### src/rtl/spi3m_pkg.sv
package spi3m_pkg;
  typedef enum logic [1:0] {
    ST_IDLE  = 2'd0,
    ST_LEAD  = 2'd1,
    ST_SHIFT = 2'd2,
    ST_TAIL  = 2'd3
  } spi3m_state_e;
endpackage

### src/rtl/spi3m_fifo.sv
module spi3m_fifo #(
  parameter int W     = 16,
  parameter int DEPTH = 8
) (
  input  logic         clk,
  input  logic         rst_n,
  input  logic         in_valid,
  input  logic [W-1:0] in_data,
  output logic         in_ready,
  output logic         out_valid,
  output logic [W-1:0] out_data,
  input  logic         out_ready
);
  localparam int AW = (DEPTH > 1) ? $clog2(DEPTH) : 1;
  localparam int CW = $clog2(DEPTH + 1);
  localparam logic [CW-1:0] DEPTH_V = CW'(DEPTH);
  localparam logic [AW-1:0] LAST_V  = AW'(DEPTH - 1);

  logic [W-1:0]  mem [DEPTH];
  logic [AW-1:0] wr_ptr, rd_ptr;
  logic [CW-1:0] count;
  logic          do_push, do_pop, full;

  assign full      = (count == DEPTH_V);
  assign out_valid = (count != '0);
  assign do_pop    = out_ready && out_valid;
  assign in_ready  = !full || do_pop;
  assign do_push   = in_valid && in_ready;
  assign out_data  = mem[rd_ptr];

  always_ff @(posedge clk) begin
    if (do_push) mem[wr_ptr] <= in_data;
  end

  always_ff @(posedge clk or negedge rst_n) begin
    if (!rst_n) begin
      wr_ptr <= '0;
      rd_ptr <= '0;
      count  <= '0;
    end else begin
      if (do_push) wr_ptr <= (wr_ptr == LAST_V) ? '0 : wr_ptr + 1'b1;
      if (do_pop)  rd_ptr <= (rd_ptr == LAST_V) ? '0 : rd_ptr + 1'b1;
      case ({do_push, do_pop})
        2'b10:   count <= count + 1'b1;
        2'b01:   count <= count - 1'b1;
        default: count <= count;
      endcase
    end
  end

  // occupancy never passes the configured depth
  p_no_overflow_r9: assert property (@(posedge clk) disable iff (!rst_n)
    count <= DEPTH_V);

  // a lone pop removes exactly one entry
  p_pop_one_r7: assert property (@(posedge clk) disable iff (!rst_n)
    (do_pop && !do_push) |=> (count == $past(count) - 1'b1));
endmodule

### src/rtl/spi3m_tick.sv
module spi3m_tick #(
  parameter int DIVW = 8
) (
  input  logic            clk,
  input  logic            rst_n,
  input  logic            run,
  input  logic [DIVW-1:0] limit,
  output logic            tick
);
  logic [DIVW-1:0] cnt;

  assign tick = run && (cnt == limit);

  always_ff @(posedge clk or negedge rst_n) begin
    if (!rst_n)            cnt <= '0;
    else if (!run || tick) cnt <= '0;
    else                   cnt <= cnt + 1'b1;
  end

  // the half-period counter never runs past its limit
  p_half_count_r3: assert property (@(posedge clk) disable iff (!rst_n)
    run |-> (cnt <= limit));
endmodule

### src/rtl/spi3m_engine.sv
module spi3m_engine
  import spi3m_pkg::*;
#(
  parameter int DW   = 16,
  parameter int MINB = 4,
  parameter int DIVW = 8,
  parameter int LW   = 5
) (
  input  logic            clk,
  input  logic            rst_n,
  input  logic            enable,
  input  logic [LW-1:0]   word_len,
  input  logic [DIVW-1:0] half_div,
  input  logic            tx_avail,
  input  logic [DW-1:0]   tx_word,
  output logic            tx_take,
  output logic            rx_push,
  output logic [DW-1:0]   rx_word,
  input  logic            rx_room,
  input  logic            sdi,
  output logic            sck,
  output logic            sel_n,
  output logic            sdo,
  output logic            sdo_oe,
  output logic            busy,
  output logic            overrun
);
  localparam logic [LW-1:0] MINB_V = LW'(MINB);
  localparam logic [LW-1:0] DW_V   = LW'(DW);

  spi3m_state_e    st;
  logic            sck_q, sel_q, sdo_q, oe_q, ovr_q;
  logic [DW-1:0]   tx_sh, rx_sh, aligned;
  logic [LW-1:0]   bitn, bit_next, nbits_q, nb_in, nb_sel;
  logic [DIVW-1:0] div_q;
  logic            tick, start, chain, word_end;

  always_comb begin
    if (word_len < MINB_V)     nb_in = MINB_V;
    else if (word_len > DW_V)  nb_in = DW_V;
    else                       nb_in = word_len;
  end

  assign nb_sel   = (st == ST_IDLE) ? nb_in : nbits_q;
  assign aligned  = tx_word << (DW_V - nb_sel);
  assign bit_next = bitn + 1'b1;
  assign start    = (st == ST_IDLE) && enable && tx_avail;
  assign word_end = (st == ST_SHIFT) && tick && sck_q && (bitn == nbits_q);
  assign chain    = word_end && enable && tx_avail;
  assign tx_take  = start || chain;
  assign rx_push  = (st == ST_SHIFT) && tick && !sck_q && (bit_next == nbits_q);
  assign rx_word  = {rx_sh[DW-2:0], sdi};

  spi3m_tick #(.DIVW(DIVW)) u_tick (
    .clk   (clk),
    .rst_n (rst_n),
    .run   (st != ST_IDLE),
    .limit (div_q),
    .tick  (tick)
  );

  always_ff @(posedge clk or negedge rst_n) begin
    if (!rst_n) begin
      st      <= ST_IDLE;
      sck_q   <= 1'b1;
      sel_q   <= 1'b1;
      sdo_q   <= 1'b0;
      oe_q    <= 1'b0;
      ovr_q   <= 1'b0;
      tx_sh   <= '0;
      rx_sh   <= '0;
      bitn    <= '0;
      nbits_q <= MINB_V;
      div_q   <= '0;
    end else begin
      if (rx_push && !rx_room) ovr_q <= 1'b1;
      case (st)
        ST_IDLE: begin
          if (start) begin
            st      <= ST_LEAD;
            sel_q   <= 1'b0;
            oe_q    <= 1'b1;
            tx_sh   <= aligned;
            rx_sh   <= '0;
            bitn    <= '0;
            nbits_q <= nb_in;
            div_q   <= half_div;
          end
        end
        ST_LEAD: begin
          if (tick) begin
            st    <= ST_SHIFT;
            sck_q <= 1'b0;
            sdo_q <= tx_sh[DW-1];
            tx_sh <= tx_sh << 1;
          end
        end
        ST_SHIFT: begin
          if (tick) begin
            if (!sck_q) begin
              sck_q <= 1'b1;
              rx_sh <= rx_word;
              bitn  <= bit_next;
            end else if (bitn != nbits_q) begin
              sck_q <= 1'b0;
              sdo_q <= tx_sh[DW-1];
              tx_sh <= tx_sh << 1;
            end else if (chain) begin
              sck_q <= 1'b0;
              sdo_q <= aligned[DW-1];
              tx_sh <= aligned << 1;
              rx_sh <= '0;
              bitn  <= '0;
            end else begin
              st <= ST_TAIL;
            end
          end
        end
        default: begin
          if (tick) begin
            st    <= ST_IDLE;
            sel_q <= 1'b1;
            oe_q  <= 1'b0;
            sdo_q <= 1'b0;
          end
        end
      endcase
    end
  end

  assign sck     = sck_q;
  assign sel_n   = sel_q;
  assign sdo     = sdo_q;
  assign sdo_oe  = oe_q;
  assign busy    = (st != ST_IDLE);
  assign overrun = ovr_q;

  p_idle_levels_r1: assert property (@(posedge clk) disable iff (!rst_n)
    !busy |-> (sck && sel_n && !sdo && !sdo_oe));

  p_pad_on_in_frame_r2: assert property (@(posedge clk) disable iff (!rst_n)
    !sel_n |-> sdo_oe);

  p_lead_clock_high_r3: assert property (@(posedge clk) disable iff (!rst_n)
    $fell(sel_n) |-> sck);

  p_sdo_still_at_rise_r4: assert property (@(posedge clk) disable iff (!rst_n)
    $rose(sck) |-> $stable(sdo));

  p_len_frozen_r5: assert property (@(posedge clk) disable iff (!rst_n)
    (busy && $past(busy)) |-> $stable(nbits_q));

  p_overrun_sticky_r8: assert property (@(posedge clk) disable iff (!rst_n)
    overrun |=> overrun);

  p_busy_tracks_select_r10: assert property (@(posedge clk) disable iff (!rst_n)
    busy == !sel_n);
endmodule

### src/rtl/spi3_frame_master.sv
module spi3_frame_master #(
  parameter int DATA_W     = 16,
  parameter int MIN_BITS   = 4,
  parameter int FIFO_DEPTH = 8,
  parameter int DIV_W      = 8,
  localparam int LEN_W     = $clog2(DATA_W + 1)
) (
  input  logic              clk,
  input  logic              rst_n,
  input  logic              enable,
  input  logic [LEN_W-1:0]  word_len,
  input  logic [DIV_W-1:0]  half_div,
  input  logic              tx_valid,
  input  logic [DATA_W-1:0] tx_data,
  output logic              tx_ready,
  output logic              rx_valid,
  output logic [DATA_W-1:0] rx_data,
  input  logic              rx_ready,
  input  logic              sdi,
  output logic              sck,
  output logic              sck_oe,
  output logic              sel_n,
  output logic              sdo,
  output logic              sdo_oe,
  output logic              busy,
  output logic              overrun
);
  logic              q_avail, q_take, r_push, r_room;
  logic [DATA_W-1:0] q_word, r_word;

  spi3m_fifo #(.W(DATA_W), .DEPTH(FIFO_DEPTH)) u_txq (
    .clk       (clk),
    .rst_n     (rst_n),
    .in_valid  (tx_valid),
    .in_data   (tx_data),
    .in_ready  (tx_ready),
    .out_valid (q_avail),
    .out_data  (q_word),
    .out_ready (q_take)
  );

  spi3m_fifo #(.W(DATA_W), .DEPTH(FIFO_DEPTH)) u_rxq (
    .clk       (clk),
    .rst_n     (rst_n),
    .in_valid  (r_push),
    .in_data   (r_word),
    .in_ready  (r_room),
    .out_valid (rx_valid),
    .out_data  (rx_data),
    .out_ready (rx_ready)
  );

  spi3m_engine #(.DW(DATA_W), .MINB(MIN_BITS), .DIVW(DIV_W), .LW(LEN_W)) u_eng (
    .clk      (clk),
    .rst_n    (rst_n),
    .enable   (enable),
    .word_len (word_len),
    .half_div (half_div),
    .tx_avail (q_avail),
    .tx_word  (q_word),
    .tx_take  (q_take),
    .rx_push  (r_push),
    .rx_word  (r_word),
    .rx_room  (r_room),
    .sdi      (sdi),
    .sck      (sck),
    .sel_n    (sel_n),
    .sdo      (sdo),
    .sdo_oe   (sdo_oe),
    .busy     (busy),
    .overrun  (overrun)
  );

  // master always drives its clock pad
  assign sck_oe = 1'b1;
endmodule

### config.mk
export PLATFORM = sky130hd
export DESIGN_NAME = spi3_frame_master
export DESIGN_NICKNAME = d
export VERILOG_FILES = /design/src/rtl/spi3m_pkg.sv /design/src/rtl/spi3m_fifo.sv /design/src/rtl/spi3m_tick.sv /design/src/rtl/spi3m_engine.sv /design/src/rtl/spi3_frame_master.sv
export SDC_FILE = /design/constraint.sdc
export NUM_CORES = 1
export LEC_CHECK = 0
export BUFFER_PORTS_ARGS = -buffer_cell sky130_fd_sc_hd__buf_2
export CAP_MARGIN = 20
export CORE_UTILIZATION = 40
export CTS_CLUSTER_DIAMETER = 50
export CTS_CLUSTER_SIZE = 30
export DETAILED_ROUTE_END_ITERATION = 8
export PLACE_DENSITY = 0.65
export SLEW_MARGIN = 20
export SYNTH_ARGS = -nofsm -noshare
export SYNTH_HDL_FRONTEND = slang
export SYNTH_SLANG_ARGS = --single-unit
### constraint.sdc
create_clock -name clk -period 6.8 [get_ports clk]
set_input_delay 1.36 -clock clk [delete_from_list [all_inputs] [get_ports clk]]
set_output_delay 1.36 -clock clk [all_outputs]
set_load 0.05 [all_outputs]
==> metrics.cfg <==
[finish]
final_util_pct=46.2
drive_gt1_share_pct=27.4
syn_to_final_growth_pct=13.1
multi_input_area_mm2=0.00502
nets=1080
seqCellArea_mm2=0.00980
fillers=3172
final_cell_mix=256 x edfxtp_1, 84 x nand2_1, 78 x dfrtp_1
mostFrequentLayoutCell=edfxtp_1

[die]
core_area_mm2=0.0368
die_h_um=196
die-area_mm2=0.0383
rows=70
start_util_pct=40.8
die_w_um=196
ios=60

[drt]
drc=0
vias=8326
drtPass1Iterations=5
drt_iter0_markers=575
ant_nets=0
vias_per_cell=5.49
wl_per_cell_um=19.7
wl_mm=29.8

[cts]
cts_max_level=1
cts.sinks=340
cts_buffers=31
clkTransAtPathRegs_ns=0.07
cts_hold_buf=0
cts_buffer_depth=3
cts_tree=yes
clock_latency_ns=0.57
cts_resized=0
cts_setup_buffers=0
cts-root-buf=clkbuf_16

[pwr]
internal_power_mw=3.76
seqPwrFrac_pct=47.1
power.switching_mw=1.67
ir_worst_vdd_v=0.000212
p_per_area_mw_per_mm2=319
pwr-share-clk_pct=32.8
netSwitchingFraction_pct=30.7
power_leakage_nw=6.01
combinationalPowerShare_pct=20.1
p_total_mw=5.43

[setup_path]
crit_fanout=21
cpPeakStageDelay_ns=0.68
critPathLaunchType=flip-flop
path_cells=inv_1, ha_1, nor4_2, buf_4, a32oi_2, nand3_1, buf_2
worst_path_max_delay_cell=ha_1
end_kind=primary output
cp.required_ns=5.44
r2r_start=u_eng.st[0]
worstSetupPathType=reg2out
critPathLaunch=u_eng.st[0]
arrival_ns=3.00

[yosys]
ys_seq_area_share_pct=65.2
syn-instance-count=958
synth_warnings=0
syn_nets=1015
synth-seq-cells=340
syn_avg_cell_area_um2=15.7
synth-edff-count=256
syn_area_mm2=0.0150
synth.top_cell.area_share_pct=51.2
synth_top_area_cell=edfxtp_1
synth_area_leaders=edfxtp_1 51%, dfrtp_1 13%, mux4_2 10%, mux2_2 3.9%, nand2_1 2.1%
ys.flop_type=edfxtp_1
synthDistinctLibCells=71
async_flop_share_pct=24.7

[timing]
hold_viol=0
fin_skew_ns=0.0300
fmax_mhz=229
finalCritPeriodShare_pct=64.1
fin_ws_ns=2.44
rsz0062_at_grt=no
tightest_slew_ns=1.06
slew_viol_final=0
min_period_ns=4.36
fin_tns_setup_ns=0
finalSetupViolCount=0
relSlewSlack_pct=29.0

[placement]
pre_cts_slack_ns=2.22
dp_hpwl_mm=18.4
numPortBuffers=58
gp_congestion=0.825

[grt]
gr-usage-all-layers_pct=15.9
grt_max_degree=48
grt_pass1_vias=8345
overflow=0
antenna_found_initial=2
grt_pass1_wl_mm=47.3

[worst_hold_path]
worstHoldStart=u_eng.overrun
hold_class=reg2reg

[outcome]
status=complete, no violations

[job]
cap_violations=0

## sequential cells by signal (all words and copies together) (netlist names)
register / cells
u_rxq.mem: 128
u_txq.mem: 128
u_eng.tx_sh: 16
u_eng.rx_sh: 15
u_eng.div_q: 8
u_eng.u_tick.cnt: 8
u_eng.bitn: 5
u_eng.nbits_q: 5
u_rxq.count: 4
u_txq.count: 4
u_rxq.rd_ptr: 3
u_rxq.wr_ptr: 3
u_txq.rd_ptr: 3
u_txq.wr_ptr: 3
u_eng.st: 2
u_eng.overrun: 1
u_eng.sck: 1
u_eng.sdo: 1
u_eng.sdo_oe: 1
u_eng.sel_n: 1
## per-layer routing
layer | share of wire [%] | track usage (%) | wire [um]
met1 | 43 | 20.9 | 12800
met2 | 50 | 27.5 | 15100
met3 | 4.3 | 2.36 | 1280
met4 | 2.2 | 4.20 | 660
met5 | 0 | 0 | 0
## power by group through the flow
stage / registers (mW) / logic [mW] / clock network (mW)
final: 2.56 / 1.09 / 1.78
after global routing: 2.58 / 1.18 / 1.89
after CTS: 2.56 / 1.11 / 1.82
after detailed placement: 2.61 / 1.11 / 0
after global placement: 2.60 / 1.10 / 0
after floorplan: 2.51 / 0.898 / 0
## worst max-delay path, delay by kind of cell (launching register included)
family                   cells  cell delay, ns
buffers and inverters        3            0.57
adder cells (fa/ha/maj)      1            0.68
flip-flops                   1            0.41
AO/OA/AOI/OAI                1            0.48
AND/OR/NAND/NOR              2            0.29
## cell usage after synthesis, drive strengths merged, types with 4 or more instances
master	count
mux2	54
o221a	4
nor2b	6
mux4	70
nor2	46
xnor2	25
o22ai	5
nand2	84
o211ai	4
dfrtp	81
xor2	8
nand3	14
buf	20
and2	4
nand2b	13
nor4	5
a21o	10
inv	15
a221oi	6
ha	20
o31ai	5
a211oi	4
and3	4
nor4b	4
nor3	23
mux2i	25
o21ai	39
clkbuf	29
a31oi	5
a21oi	16
edfxtp	256
or3	4
## stage by stage
stage | hold slack, ns | cells | cell area (um2)
final | 0.475 | 1517 | 17000
after floorplan | 0.456 | 958 | 15000
after global routing | 0.505 | 1515 | 17000
after CTS | 0.471 | 1515 | 17000
after global placement | 0.449 | 1458 | 15900
after detailed placement | 0.454 | 1458 | 15900
## path summary, 6_finish.rpt
path / to / slack, ns / depth (start not counted)
min: u_eng.overrun / 0.48 / 1
min reg2reg: u_eng.overrun / 0.48 / 1
max reg2reg: u_eng.tx_sh[15] / 2.62 / 10
min in group asynchronous: u_eng.rx_sh[4] / 0.80 / 1
max: tx_ready / 2.44 / 7
max in group asynchronous: u_eng.rx_sh[6] / 4.98 / 2
## cell families (layout without fill, tap and decap cells)
group / after synthesis / in the layout / share of synthesized area (%)
AND/OR/NAND/NOR: 219 / 219 / 6.88
multiplexers: 149 / 149 / 16.2
AO/OA/AOI/OAI: 130 / 130 / 6.01
flip-flops: 340 / 340 / 65.2
buffers and inverters: 64 / 153 / 1.85
other: 1 / 3 / 0.0250
adder cells (fa/ha/maj): 22 / 22 / 1.93
XOR/XNOR: 33 / 33 / 1.92
## final cells by class
class	instances	share of cell area (%)
inverter	15	0.331
sequential	340	57.6
clock inverter	23	1.55
timing repair buffer	81	2.74
tap	468	3.44
multi-input combinational	554	29.5
clock buffer	34	4.75
antenna	2	0.0294
Power figures use the tool's default switching activity.
